==> config.mk <==
export PLATFORM = sky130hd
export DESIGN_NAME = rom_sig_bist
export DESIGN_NICKNAME = d
export VERILOG_FILES = /design/src/rtl/rom_sig_pkg.sv /design/src/rtl/rom_sig_seq.sv /design/src/rtl/rom_sig_misr.sv /design/src/rtl/rom_sig_bist.sv
export SDC_FILE = /design/constraint.sdc
export NUM_CORES = 1
export LEC_CHECK = 0
export BUFFER_PORTS_ARGS = -buffer_cell sky130_fd_sc_hd__buf_2
export CORE_ASPECT_RATIO = 1.5
export CORE_MARGIN = 5
export CORE_UTILIZATION = 55
export DETAILED_ROUTE_END_ITERATION = 10
export MAX_ROUTING_LAYER = met4
export PLACE_DENSITY = 0.79
export SLEW_MARGIN = 20
export SYNTH_ARGS = -nofsm -noshare
export SYNTH_HDL_FRONTEND = slang
export SYNTH_SLANG_ARGS = --single-unit
==> constraint.sdc <==
create_clock -name clk_i -period 2.1 [get_ports clk_i]
set_input_delay 0.105 -clock clk_i [delete_from_list [all_inputs] [get_ports clk_i]]
set_output_delay 0.105 -clock clk_i [all_outputs]
set_load 0.02 [all_outputs]
==> src/rtl/rom_sig_pkg.sv <==
package rom_sig_pkg;
  localparam int unsigned SIG_W = 32;
  localparam logic [SIG_W-1:0] SIG_TAPS = 32'h0040_0007; // x^22 + x^2 + x + 1
  localparam logic [SIG_W-1:0] SIG_SEED = '1;

  typedef enum logic [2:0] {
    ST_IDLE,
    ST_READ,
    ST_DRAIN,
    ST_CMP,
    ST_DONE
  } bist_state_e;
endpackage

==> src/rtl/rom_sig_seq.sv <==
module rom_sig_seq
  import rom_sig_pkg::*;
#(
  parameter int unsigned ADDR_W = 6
) (
  input  logic              clk_i,
  input  logic              rst_ni,
  input  logic              test_en_i,
  input  logic              tdr_shift_i,
  input  logic              match_i,
  output logic [ADDR_W-1:0] rom_addr_o,
  output logic              rom_rd_o,
  output logic              seed_o,
  output logic              absorb_o,
  output logic              shift_ok_o,
  output logic              done_o,
  output logic              pass_o
);
  localparam int unsigned DEPTH = 2 ** ADDR_W;
  localparam logic [ADDR_W-1:0] LAST_ADDR = ADDR_W'(DEPTH - 1);

  bist_state_e       st_q;
  logic [ADDR_W-1:0] addr_q;
  logic              vld_q, done_q, pass_q;

  always_ff @(posedge clk_i or negedge rst_ni) begin
    if (!rst_ni) begin
      st_q   <= ST_IDLE;
      addr_q <= '0;
      vld_q  <= 1'b0;
      done_q <= 1'b0;
      pass_q <= 1'b0;
    end else if (!test_en_i) begin
      st_q   <= ST_IDLE;
      addr_q <= '0;
      vld_q  <= 1'b0;
      done_q <= 1'b0;
      pass_q <= 1'b0;
    end else begin
      unique case (st_q)
        ST_IDLE: begin
          st_q   <= ST_READ;
          addr_q <= '0;
        end
        ST_READ: begin
          vld_q <= 1'b1;
          if (addr_q == LAST_ADDR) st_q <= ST_DRAIN;
          else addr_q <= addr_q + 1'b1;
        end
        ST_DRAIN: begin
          vld_q <= 1'b0; // last word absorbed at this edge
          st_q  <= ST_CMP;
        end
        ST_CMP: begin
          done_q <= 1'b1;
          pass_q <= match_i;
          st_q   <= ST_DONE;
        end
        default: st_q <= ST_DONE;
      endcase
    end
  end

  assign rom_addr_o = addr_q;
  assign rom_rd_o   = (st_q == ST_READ);
  assign seed_o     = test_en_i && (st_q == ST_IDLE);
  assign absorb_o   = vld_q;
  assign shift_ok_o = tdr_shift_i && ((st_q == ST_IDLE) || (st_q == ST_DONE));
  assign done_o     = done_q;
  assign pass_o     = pass_q;


  addr_step_chk: assert property (@(posedge clk_i) disable iff (!rst_ni)
    rom_rd_o && $past(rom_rd_o) |-> rom_addr_o == $past(rom_addr_o) + 1'b1);

  done_after_cmp_chk: assert property (@(posedge clk_i) disable iff (!rst_ni)
    $rose(done_o) |-> $past(st_q) == ST_CMP);

  pass_only_done_chk: assert property (@(posedge clk_i) disable iff (!rst_ni)
    !done_o |-> !pass_o);

  abort_idle_chk: assert property (@(posedge clk_i) disable iff (!rst_ni)
    !test_en_i |=> !rom_rd_o && !done_o);
endmodule

==> src/rtl/rom_sig_misr.sv <==
module rom_sig_misr
  import rom_sig_pkg::*;
(
  input  logic             clk_i,
  input  logic             rst_ni,
  input  logic             seed_i,
  input  logic             absorb_i,
  input  logic [SIG_W-1:0] data_i,
  input  logic             shift_i,
  input  logic             si_i,
  output logic [SIG_W-1:0] sig_o,
  output logic             so_o
);
  logic [SIG_W-1:0] sig_q, step;

  always_comb begin
    step = {sig_q[SIG_W-2:0], 1'b0} ^ data_i;
    if (sig_q[SIG_W-1]) step = step ^ SIG_TAPS;
  end

  always_ff @(posedge clk_i or negedge rst_ni) begin
    if (!rst_ni)       sig_q <= SIG_SEED;
    else if (seed_i)   sig_q <= SIG_SEED;
    else if (absorb_i) sig_q <= step;
    else if (shift_i)  sig_q <= {si_i, sig_q[SIG_W-1:1]};
  end

  assign sig_o = sig_q;
  assign so_o  = sig_q[0];


  hold_chk: assert property (@(posedge clk_i) disable iff (!rst_ni)
    !seed_i && !absorb_i && !shift_i |=> $stable(sig_q));

  seed_chk: assert property (@(posedge clk_i) disable iff (!rst_ni)
    seed_i |=> sig_q == SIG_SEED);
endmodule

==> src/rtl/rom_sig_bist.sv <==
module rom_sig_bist
  import rom_sig_pkg::*;
#(
  parameter int unsigned      ADDR_W     = 6,
  parameter logic [31:0]      GOLDEN_SIG = 32'h0
) (
  input  logic              clk_i,
  input  logic              rst_ni,
  input  logic              test_en_i,
  output logic [ADDR_W-1:0] rom_addr_o,
  output logic              rom_rd_o,
  input  logic [31:0]       rom_data_i,
  input  logic              tdr_shift_i,
  input  logic              tdr_si_i,
  output logic              tdr_so_o,
  output logic              done_o,
  output logic              pass_o
);
  logic             seed, absorb, shift_ok;
  logic [SIG_W-1:0] sig;

  rom_sig_seq #(.ADDR_W(ADDR_W)) u_seq (
    .clk_i      (clk_i),
    .rst_ni     (rst_ni),
    .test_en_i  (test_en_i),
    .tdr_shift_i(tdr_shift_i),
    .match_i    (sig == GOLDEN_SIG),
    .rom_addr_o (rom_addr_o),
    .rom_rd_o   (rom_rd_o),
    .seed_o     (seed),
    .absorb_o   (absorb),
    .shift_ok_o (shift_ok),
    .done_o     (done_o),
    .pass_o     (pass_o)
  );

  rom_sig_misr u_misr (
    .clk_i   (clk_i),
    .rst_ni  (rst_ni),
    .seed_i  (seed),
    .absorb_i(absorb),
    .data_i  (rom_data_i),
    .shift_i (shift_ok),
    .si_i    (tdr_si_i),
    .sig_o   (sig),
    .so_o    (tdr_so_o)
  );


  shift_keeps_result_chk: assert property (@(posedge clk_i) disable iff (!rst_ni)
    tdr_shift_i && done_o && test_en_i |=> $stable(pass_o) && done_o);
endmodule

# Yosys cells after proc, flatten, opt, wreduce, memory -nomap -nowiden
# Index checks and enable logic that the tools add are counted.
totals:
  reg_bits: 44
  in_bits: 37
  output_inout_bits: 10
  wordCells: 42
classes:
  add_sub_neg: 1
  n_eq_ne: 10
  muxes: 16
  n_bitwise: 2
  n_reduce_logical: 7
ops:
  columns: ["op", "n"]
  rows:
  - ["$mux W32", 3]
  - ["$logic_not A32 Y1", 1]
  - ["$xor A32 B32 Y32", 1]
  - ["$mux W23", 1]
  - ["$mux W6", 2]
  - ["$pmux W6 S2", 1]
  - ["$pmux W3 S3", 1]
  - ["$add A6 B1 Y6 const B", 1]
  - ["$eq A3 B2 Y1 const B", 2]
  - ["$eq A6 B6 Y1 const B", 1]
  - ["$mux W3", 2]
  - ["$ne A3 B1 Y1 const B", 2]
  - ["$mux W1", 5]
  - ["$not A4 Y4", 1]
  - ["$eq A3 B1 Y1 const B", 1]
  - ["$eq A3 B3 Y1 const B", 1]
  - ["$logic_not A3 Y1", 1]
  - ["$ne A3 B2 Y1 const B", 1]
  - ["$ne A3 B3 Y1 const B", 1]
  - ["$reduce_bool A3 Y1", 1]
  - ["$logic_and A1 B1 Y1", 2]
  - ["$ne A2 B1 Y1 const B", 1]
  - ["$pmux W1 S2", 1]
  - ["$reduce_and A2 Y1", 1]
  - ["$logic_or A1 B1 Y1", 1]

# Longest topological paths before layout
# Gate-level depths: netlist of the first run.
depth:
  ltp_word: 6
  depth_mapped: 6
  ltp_nobuf: 5

# Hierarchy
# From an unflattened synthesis of the first run, not the netlist that was laid out.
unflattened:
  cells_unflattened: 258
  hier_area_um2: 2746.4
by_module_without_submodules:
  columns: ["module", "n_inst", "cells_per_inst", "area_each_um2", "seq_area_each_um2"]
  rows:
  - ["rom_sig_misr", 1, 179, 2006.9, 840.8]
  - ["rom_sig_seq", 1, 68, 666.9, 300.3]
  - ["rom_sig_bist", 1, 11, 72.6, 0.0]

# Worst setup path after synthesis of the first run
# Ideal clock, no wire load.
synth_path:
  path_type: "reg2reg"
  start: "register u_seq.addr_q[0] (netlist: u_seq.rom_addr_o[0])"
  end: "register u_seq.addr_q[0] (netlist: u_seq.rom_addr_o[0])"
  setup_time_ns: 0.125
  arrival_ns: 1.422
  required_time_ns: 1.975
  slack_ns: 0.553
  path_stages_with_launch: 6
  path_buffers: 0
  period_less_slack_ns: 1.547
  path_cell_list: "dfrtp_1 ha_1 and3_1 and3_1 nor2_1 mux2_2"
synth_via:
  elab_chain_len: 4
  word_cells_on_any_way: 7
  classes_between: "add/sub (1); eq/ne (2); mux (3); reduce/logical (1)"
synth_rtl:
  columns: ["element", "line", "text"]
  rows:
  - ["from (decl)", "rom_sig_seq.sv:23", "logic [ADDR_W-1:0] addr_q;"]
  - ["from (signal assigned)", "rom_sig_seq.sv:48", "else addr_q <= addr_q + 1'b1;"]
  - ["$add A6 B1 Y6", "rom_sig_seq.sv:48", null]
  - ["$mux W6", "rom_sig_seq.sv:47", "if (addr_q == LAST_ADDR) st_q <= ST_DRAIN;"]
  - ["$pmux W6 S2", "rom_sig_seq.sv:40", "unique case (st_q)"]
  - ["$mux W6", "rom_sig_seq.sv:33", "end else if (!test_en_i) begin"]
# Parallel ways exist; a longest one is shown, timed or not. The select of a mux whose other input is x is not followed.
# A chain may end at the register's enable or synchronous reset.

# Final worst setup path of the first run
layout_path:
  start: "register u_seq.st_q[2]"
  end: "register u_misr.sig_q[9] (netlist: u_misr.sig_o[9])"
layout_via:
  elab_chain_len: 4
  word_cells_on_any_way: 7
  classes_between: "eq/ne (1); mux (1); reduce/logical (5)"
layout_rtl:
  columns: ["element", "line", "text"]
  rows:
  - ["from (decl)", "rom_sig_seq.sv:22", "bist_state_e st_q;"]
  - ["from (signal assigned)", "rom_sig_seq.sv:28", "st_q <= ST_IDLE;"]
  - ["from (signal assigned)", "rom_sig_seq.sv:34", "st_q <= ST_IDLE;"]
  - ["from (signal assigned)", "rom_sig_seq.sv:42", "st_q <= ST_READ;"]
  - ["$eq A3 B3 Y1 / $logic_not A3 Y1 (equally long branches)", "rom_sig_seq.sv:68, rom_sig_seq.sv:66", null]
  - ["$logic_or A1 B1 Y1", "rom_sig_seq.sv:68", "assign shift_ok_o = tdr_shift_i && ((st_q == ST_IDLE) || (st_q == ST_DONE));"]
  - ["$logic_and A1 B1 Y1", "rom_sig_seq.sv:68", null]
  - ["$reduce_bool A3 Y1 (no source line)", null, null]
  - ["to (signal assigned)", "rom_sig_misr.sv:24", "else if (absorb_i) sig_q <= step;"]
  - ["to (signal assigned)", "rom_sig_misr.sv:25", "else if (shift_i) sig_q <= {si_i, sig_q[SIG_W-1:1]};"]
  - ["to (decl)", "rom_sig_misr.sv:14", "logic [SIG_W-1:0] sig_q, step;"]
# Parallel ways exist; a longest one is shown, timed or not.

==> impl_metrics.yaml, run 1 <==
finish:
  final_common_cell: "buf_2"
  seqCellArea_mm2: 0.00114
  drive_above_1_share: 0.313
  multi_input_area_mm2: 0.00127
  area_growth_pct: 14.1
  final_cell_mix: "buf_2 (46), xnor2_1 (35), o21ai_0 (34)"
  nNetsFinal: 334
  fillCellCount: 386
  antenna_cells: 0
floorplanning:
  io_pins: 47
  rows: 30
  start_util: 0.561
  fp.dieW_um: 65.3
  core_mm2: 0.00450
  die_h_um: 93.0
  die_area_mm2: 0.00607
job:
  cap_violations: 0
route:
  vias_per_cell: 5.91
  drt-total-wl_um: 5490
  vias: 2040
  ant_nets: 0
  drt-pass1-iter-count: 4
  drcViolationCount: 0
  wire_per_inst_um: 15.9
  first_iter_violations: 118
power_and_ir_drop:
  peakVddDrop_mv: 0.488
  p_leak_nw: 1.16
  powerDensity_mw_per_mm2: 948
  p_total_mw: 2.73
global_routing:
  grt_pass1_wl_um: 9280
  grt_overflow: 0
  grt_use_total: 0.200
  grt_antenna_before_repair: 0
  grt_pass1_vias: 1950
  grt_start_max_net_pins: 62
timing:
  setup_viol: 0
  hold_violations: 0
  fin_crit_sh: 0.784
  max_clock_freq_mhz: 608
  finClkSkew_ns: 0.00739
  worst_slew_pin_slew_ns: 0.758
  relSlewSlack: 0.494
  finalSetupTns_ns: 0
  hold_slack_ns: 0.109
  drv_slew: 0
  rsz0062_at_grt: "no"
  final.min_clock_period_ns: 1.65
synthesis:
  synth_edf_count: 0
  synth_top_area_cell: "dfstp_2"
  netlist_area_mm2: 0.00252
  yosys.cell_types.count: 42
  async_reset_ff_frac: 1.00
  ys.flop_type: "dfstp_2"
  yosysWarnings: 0
  synth_area_leaders: "dfstp_2 (33%), xnor2_1 (12%), dfrtp_1 (12%), a2bb2oi_1 (11%), o21ai_0 (6.7%)"
  synthesis.nets: 296
  ys_seq_area_frac: 0.452
  synth-seq-cells: 44
  synth.top_cell.area_share: 0.333
  synthCells: 258
  post_synth.cell_area_avg_um2: 9.79
hold_path:
  hold_path.class: "in2reg"
  worstHoldPathCells: 3
worst_setup_path:
  worst-setup-path-type: "reg2reg"
  rr_worst_depth: 5
  required_ns: 2.32
  crit_fanout: 32
  path_cells: "nand2b_4 > a211o_1 > a21oi_2 > buf_4 > a2bb2oi_1"
  critPathBufInv: 1
  critPathMaxStageDelay_ns: 0.46
  end_kind: "flip-flop"
  worst_path_max_delay_cell: "dfrtp_1"
  cp_num_cells: 5
  crit_family: "compound AO/OA/AOI/OAI gates"
  critical_path_arrival_ns: 1.86
  critPathLaunchType: "flip-flop"
cts:
  ctsHtreeMaxLevel: 2
  cts_tree: "yes"
  clk_path_buf_depth: 2
  cts_root_buffer: "clkbuf_8"
  clk_latency_ns: 0.30
  numCtsBuffers: 5
  cts_sinks: 44
  clk_pin_slew_worst_paths_ns: 0.09
  cts_resized: 0
place:
  hpwl_um: 3780
  gp_congestion: 0.789
  numPortBuffers: 46
run_status:
  status: "completed"
## synthesized netlist by cell type (2+ instances only)
cell,n
o31ai_1,2
nor2_1,3
nand3_1,6
nor2b_1,2
dfstp_2,32
a2bb2oi_1,32
buf_1,2
buf_4,4
nand4_1,3
mux2i_1,3
nand2_1,32
clkbuf_1,9
a21oi_1,4
inv_1,5
or4_1,2
o21ai_0,34
buf_2,5
nand3b_1,2
dfrtp_1,12
nor4_1,6
and3_1,3
xnor2_1,35
## path summary, 6_finish.rpt
path	startpoint	to	slack [ns]
setup reg to reg	u_seq.st_q[2]	u_misr.sig_o[9]	0.45
max in group asynchronous	rst_ni	u_misr.sig_o[11]	0.98
setup / recovery	u_seq.st_q[2]	u_misr.sig_o[9]	0.45
min in group asynchronous	rst_ni	u_seq.pass_o	0.41
hold / removal	tdr_si_i	u_misr.sig_o[31]	0.11
hold reg to reg	u_seq.done_o	u_seq.done_o	0.53
## repair_timing
item | in CTS | in global routing
endpoints found under the setup margin | 0 | 0
hold buffers | 1 | 0
endpoints found under the hold margin | 12 | 0
buffers inserted | 0 | 0
## layout make-up
cell class              count  share of cell area
clock buffers               5              0.0239
clock inverters             3              0.0143
inverters                   5             0.00651
multi-input cells         189               0.440
flip-flops and latches     44               0.396
well taps                  48              0.0208
repair buffers             51              0.0981
## metal layers
layer | share of wire | vias to the layer above | GRT usage
li1 | - | 1005 | -
met1 | 0.42 | 970 | 0.253
met2 | 0.50 | 52 | 0.316
met3 | 0.047 | 13 | 0.0385
met4 | 0.024 | 0 | 0.0761
met5 | 0 | - | -
## sequential cells by signal (all words and copies together), names as in the netlist
name              count
u_seq.st_q            3
u_misr.sig_o         32
u_seq.rom_addr_o      6
u_seq.pass_o          1
u_seq.done_o          1
u_seq.absorb_o        1
## power breakdown
group	switching (mW)	internal [mW]
registers	0.228	1.14
logic	0.308	0.404
clock network	0.299	0.353
total	0.835	1.90
## cell families (layout without fill, tap and decap cells)
group	after synthesis	count (layout)	synth area share
AO/OA/AOI/OAI	83	83	0.226
XOR/XNOR	35	35	0.121
adder cells (fa/ha/maj)	1	1	0.00495
buffers and inverters	25	64	0.0456
flip-flops	44	44	0.452
multiplexers	4	4	0.0164
AND/OR/NAND/NOR	66	66	0.134
## stage by stage
| stage | cells | setup slack [ns] | instance area, µm² | utilization |
|---|---|---|---|---|
| final | 345 | 0.454 | 2880 | 0.640 |
| after global placement | 336 | 0.524 | 2760 | 0.613 |
| after global routing | 345 | 0.362 | 2880 | 0.640 |
| after CTS | 345 | 0.449 | 2880 | 0.640 |
| after floorplan | 258 | 0.553 | 2520 | - |
| after detailed placement | 336 | 0.459 | 2760 | 0.613 |
## worst min-delay path: stages
cell and delay (ns):
buf_2 0.09, o21ai_0 0.15, a2bb2oi_1 0.06
Power figures use the tool's default switching activity.
==> run 2: changes to the inputs <==
Settings changed: CORE_UTILIZATION 55 to 50, PLACE_DENSITY 0.79 to 0.76.
Clock period 2.1 ns to 1.5 ns, I/O delays scaled along.
==> run 2 against run 1 <==
First-iteration DRC count fell by 16%. Count of clock-buffer cells in the layout unchanged. Global-route usage shrank 0.33 points. Final area increased by 12%. Critical path depth unchanged. Core utilization increased by 1.9 points.
==> impl_metrics.yaml, run 2 (same netlist as run 1, synthesis figures left out) <==
global_routing:
  grt_pass1_vias: 2175
  grt_antenna_before_repair: 0
  grt_use_total: 0.196
  grt_start_max_net_pins: 62
  grt_pass1_wl_um: 9940
  grt_overflow: 0
route:
  wire_per_inst_um: 15.9
  vias_per_cell: 5.65
  ant_nets: 0
  vias: 2188
  drt-pass1-iter-count: 4
  first_iter_violations: 99
  drt-total-wl_um: 6170
  drcViolationCount: 0
timing:
  final.min_clock_period_ns: 1.49
  max_clock_freq_mhz: 672
  relSlewSlack: 0.704
  hold_violations: 0
  drv_slew: 0
  fin_crit_sh: 0.991
  finClkSkew_ns: 0.00911
  worst_slew_pin_slew_ns: 0.445
  setup_viol: 0
  rsz0062_at_grt: "yes"
cts:
  cts_tree: "yes"
  numCtsBuffers: 5
  clk_path_buf_depth: 2
  ctsHtreeMaxLevel: 2
  clk_pin_slew_worst_paths_ns: 0.09
  clk_latency_ns: 0.30
  cts_sinks: 44
  cts_root_buffer: "clkbuf_8"
floorplanning:
  die_area_mm2: 0.00660
  core_mm2: 0.00489
  fp.dieW_um: 68.0
  io_pins: 47
  rows: 31
  die_h_um: 97.0
  start_util: 0.517
place:
  hpwl_um: 4290
  numPortBuffers: 46
  placed_area_mm2: 0.00299
  gp_congestion: 0.852
power_and_ir_drop:
  p_switching_mw: 1.25
  powerDensity_mw_per_mm2: 1250
  p_total_mw: 4.03
  peakVddDrop_mv: 0.853
  netSwitchingFraction: 0.310
  p_leak_nw: 1.31
  pwr-share-seq: 0.472
  internal_power_mw: 2.78
  combPwrFrac: 0.304
  power_frac_clock: 0.224
worst_setup_path:
  path_cells: "nand2b_4 > a211o_1 > a21oi_2 > buf_12 > a2bb2oi_1"
  crit_family: "compound AO/OA/AOI/OAI gates"
  end_kind: "flip-flop"
  worst_path_max_delay_cell: "dfrtp_1"
  critPathMaxStageDelay_ns: 0.40
  critical_path_arrival_ns: 1.71
  required_ns: 1.72
  worst-setup-path-type: "reg2reg"
  critPathLaunchType: "flip-flop"
  critPathBufInv: 1
  crit_fanout: 32
finish:
  drive_above_1_share: 0.408
  seqCellArea_mm2: 0.00114
  final_cell_mix: "buf_2 (46), xnor2_1 (35), o21ai_0 (33)"
  fin_area_mm2: 0.00322
  area_growth_pct: 27.5
  nNetsFinal: 358
  final_common_cell: "buf_2"
  antenna_cells: 0
  fillCellCount: 424
  multi_input_area_mm2: 0.00136
  largest_reg_flops: 32
hold_path:
  hold_path.class: "in2reg"
run_status:
  status: "completed"
job:
  cap_violations: 0
[run 2: final timing paths]
check                                 startpoint                  end  slack, ns  depth (start not counted)
max in group asynchronous                 rst_ni      u_misr.sig_o[2]       0.66                          3
worst max-delay path               u_seq.st_q[2]     u_misr.sig_o[12]       0.01                          5
worst min-delay path                    tdr_si_i     u_misr.sig_o[31]       0.06                          3
min in group asynchronous                 rst_ni  u_seq.rom_addr_o[5]       0.25                          2
worst max register to register     u_seq.st_q[2]     u_misr.sig_o[12]       0.01                          5
worst min register to register  u_misr.sig_o[26]     u_misr.sig_o[26]       0.53                          1
[run 2: per-layer routing]
layer,GRT usage,vias to the layer above,wire (µm)
met4,0.0704,0,155
met2,0.316,48,3230
li1,-,1053,-
met5,-,-,0
met1,0.243,1073,2530
met3,0.0324,14,254
[run 2: timing repair]
item	4_1_cts	5_1_grt
endpoints found under the hold margin	10	0
hold buffers	1	0
cloned	0	1
resized for setup	3	13
pin swaps	0	3
buffers inserted	0	0
endpoints found under the setup margin	3	24
[run 2: per-stage QoR]
stage | instances | util | setup TNS, ns | hold WS (ns) | setup WS (ns)
6_report | 387 | 0.658 | 0 | 0.0578 | 0.0129
4_1_cts | 386 | 0.639 | 0 | 0.0630 | 0.00475
3_5_place_dp | 377 | 0.612 | -0.0623 | 0.0437 | -0.0325
5_1_grt | 387 | 0.658 | -0.738 | 0.0610 | -0.0696
2_1_floorplan | 258 | - | 0 | -0.221 | 0.0175
3_3_place_gp | 377 | 0.612 | 0 | 0.0482 | 0.0193
[run 2: layout make-up]
| class | instances | area share |
|---|---|---|
| inverters | 5 | 0.00583 |
| multi-input cells | 189 | 0.421 |
| clock buffers | 5 | 0.0214 |
| well taps | 66 | 0.0257 |
| flip-flops and latches | 44 | 0.355 |
| repair buffers | 75 | 0.157 |
| clock inverters | 3 | 0.0132 |
[run 2: power by group through the flow]
stage          Clock, mW  Combinational [mW]  Sequential, mW
2_1_floorplan          0               0.827            1.83
3_3_place_gp           0                1.16            1.86
3_5_place_dp           0                1.18            1.87
4_1_cts            0.927                1.19            1.86
5_1_grt            0.980                1.34            1.95
6_report           0.904                1.23            1.90
[run 2: tightest hold or removal path, stage by stage]
cell and delay (ns):
buf_2 0.09, o21ai_0 0.13, a2bb2oi_1 0.06
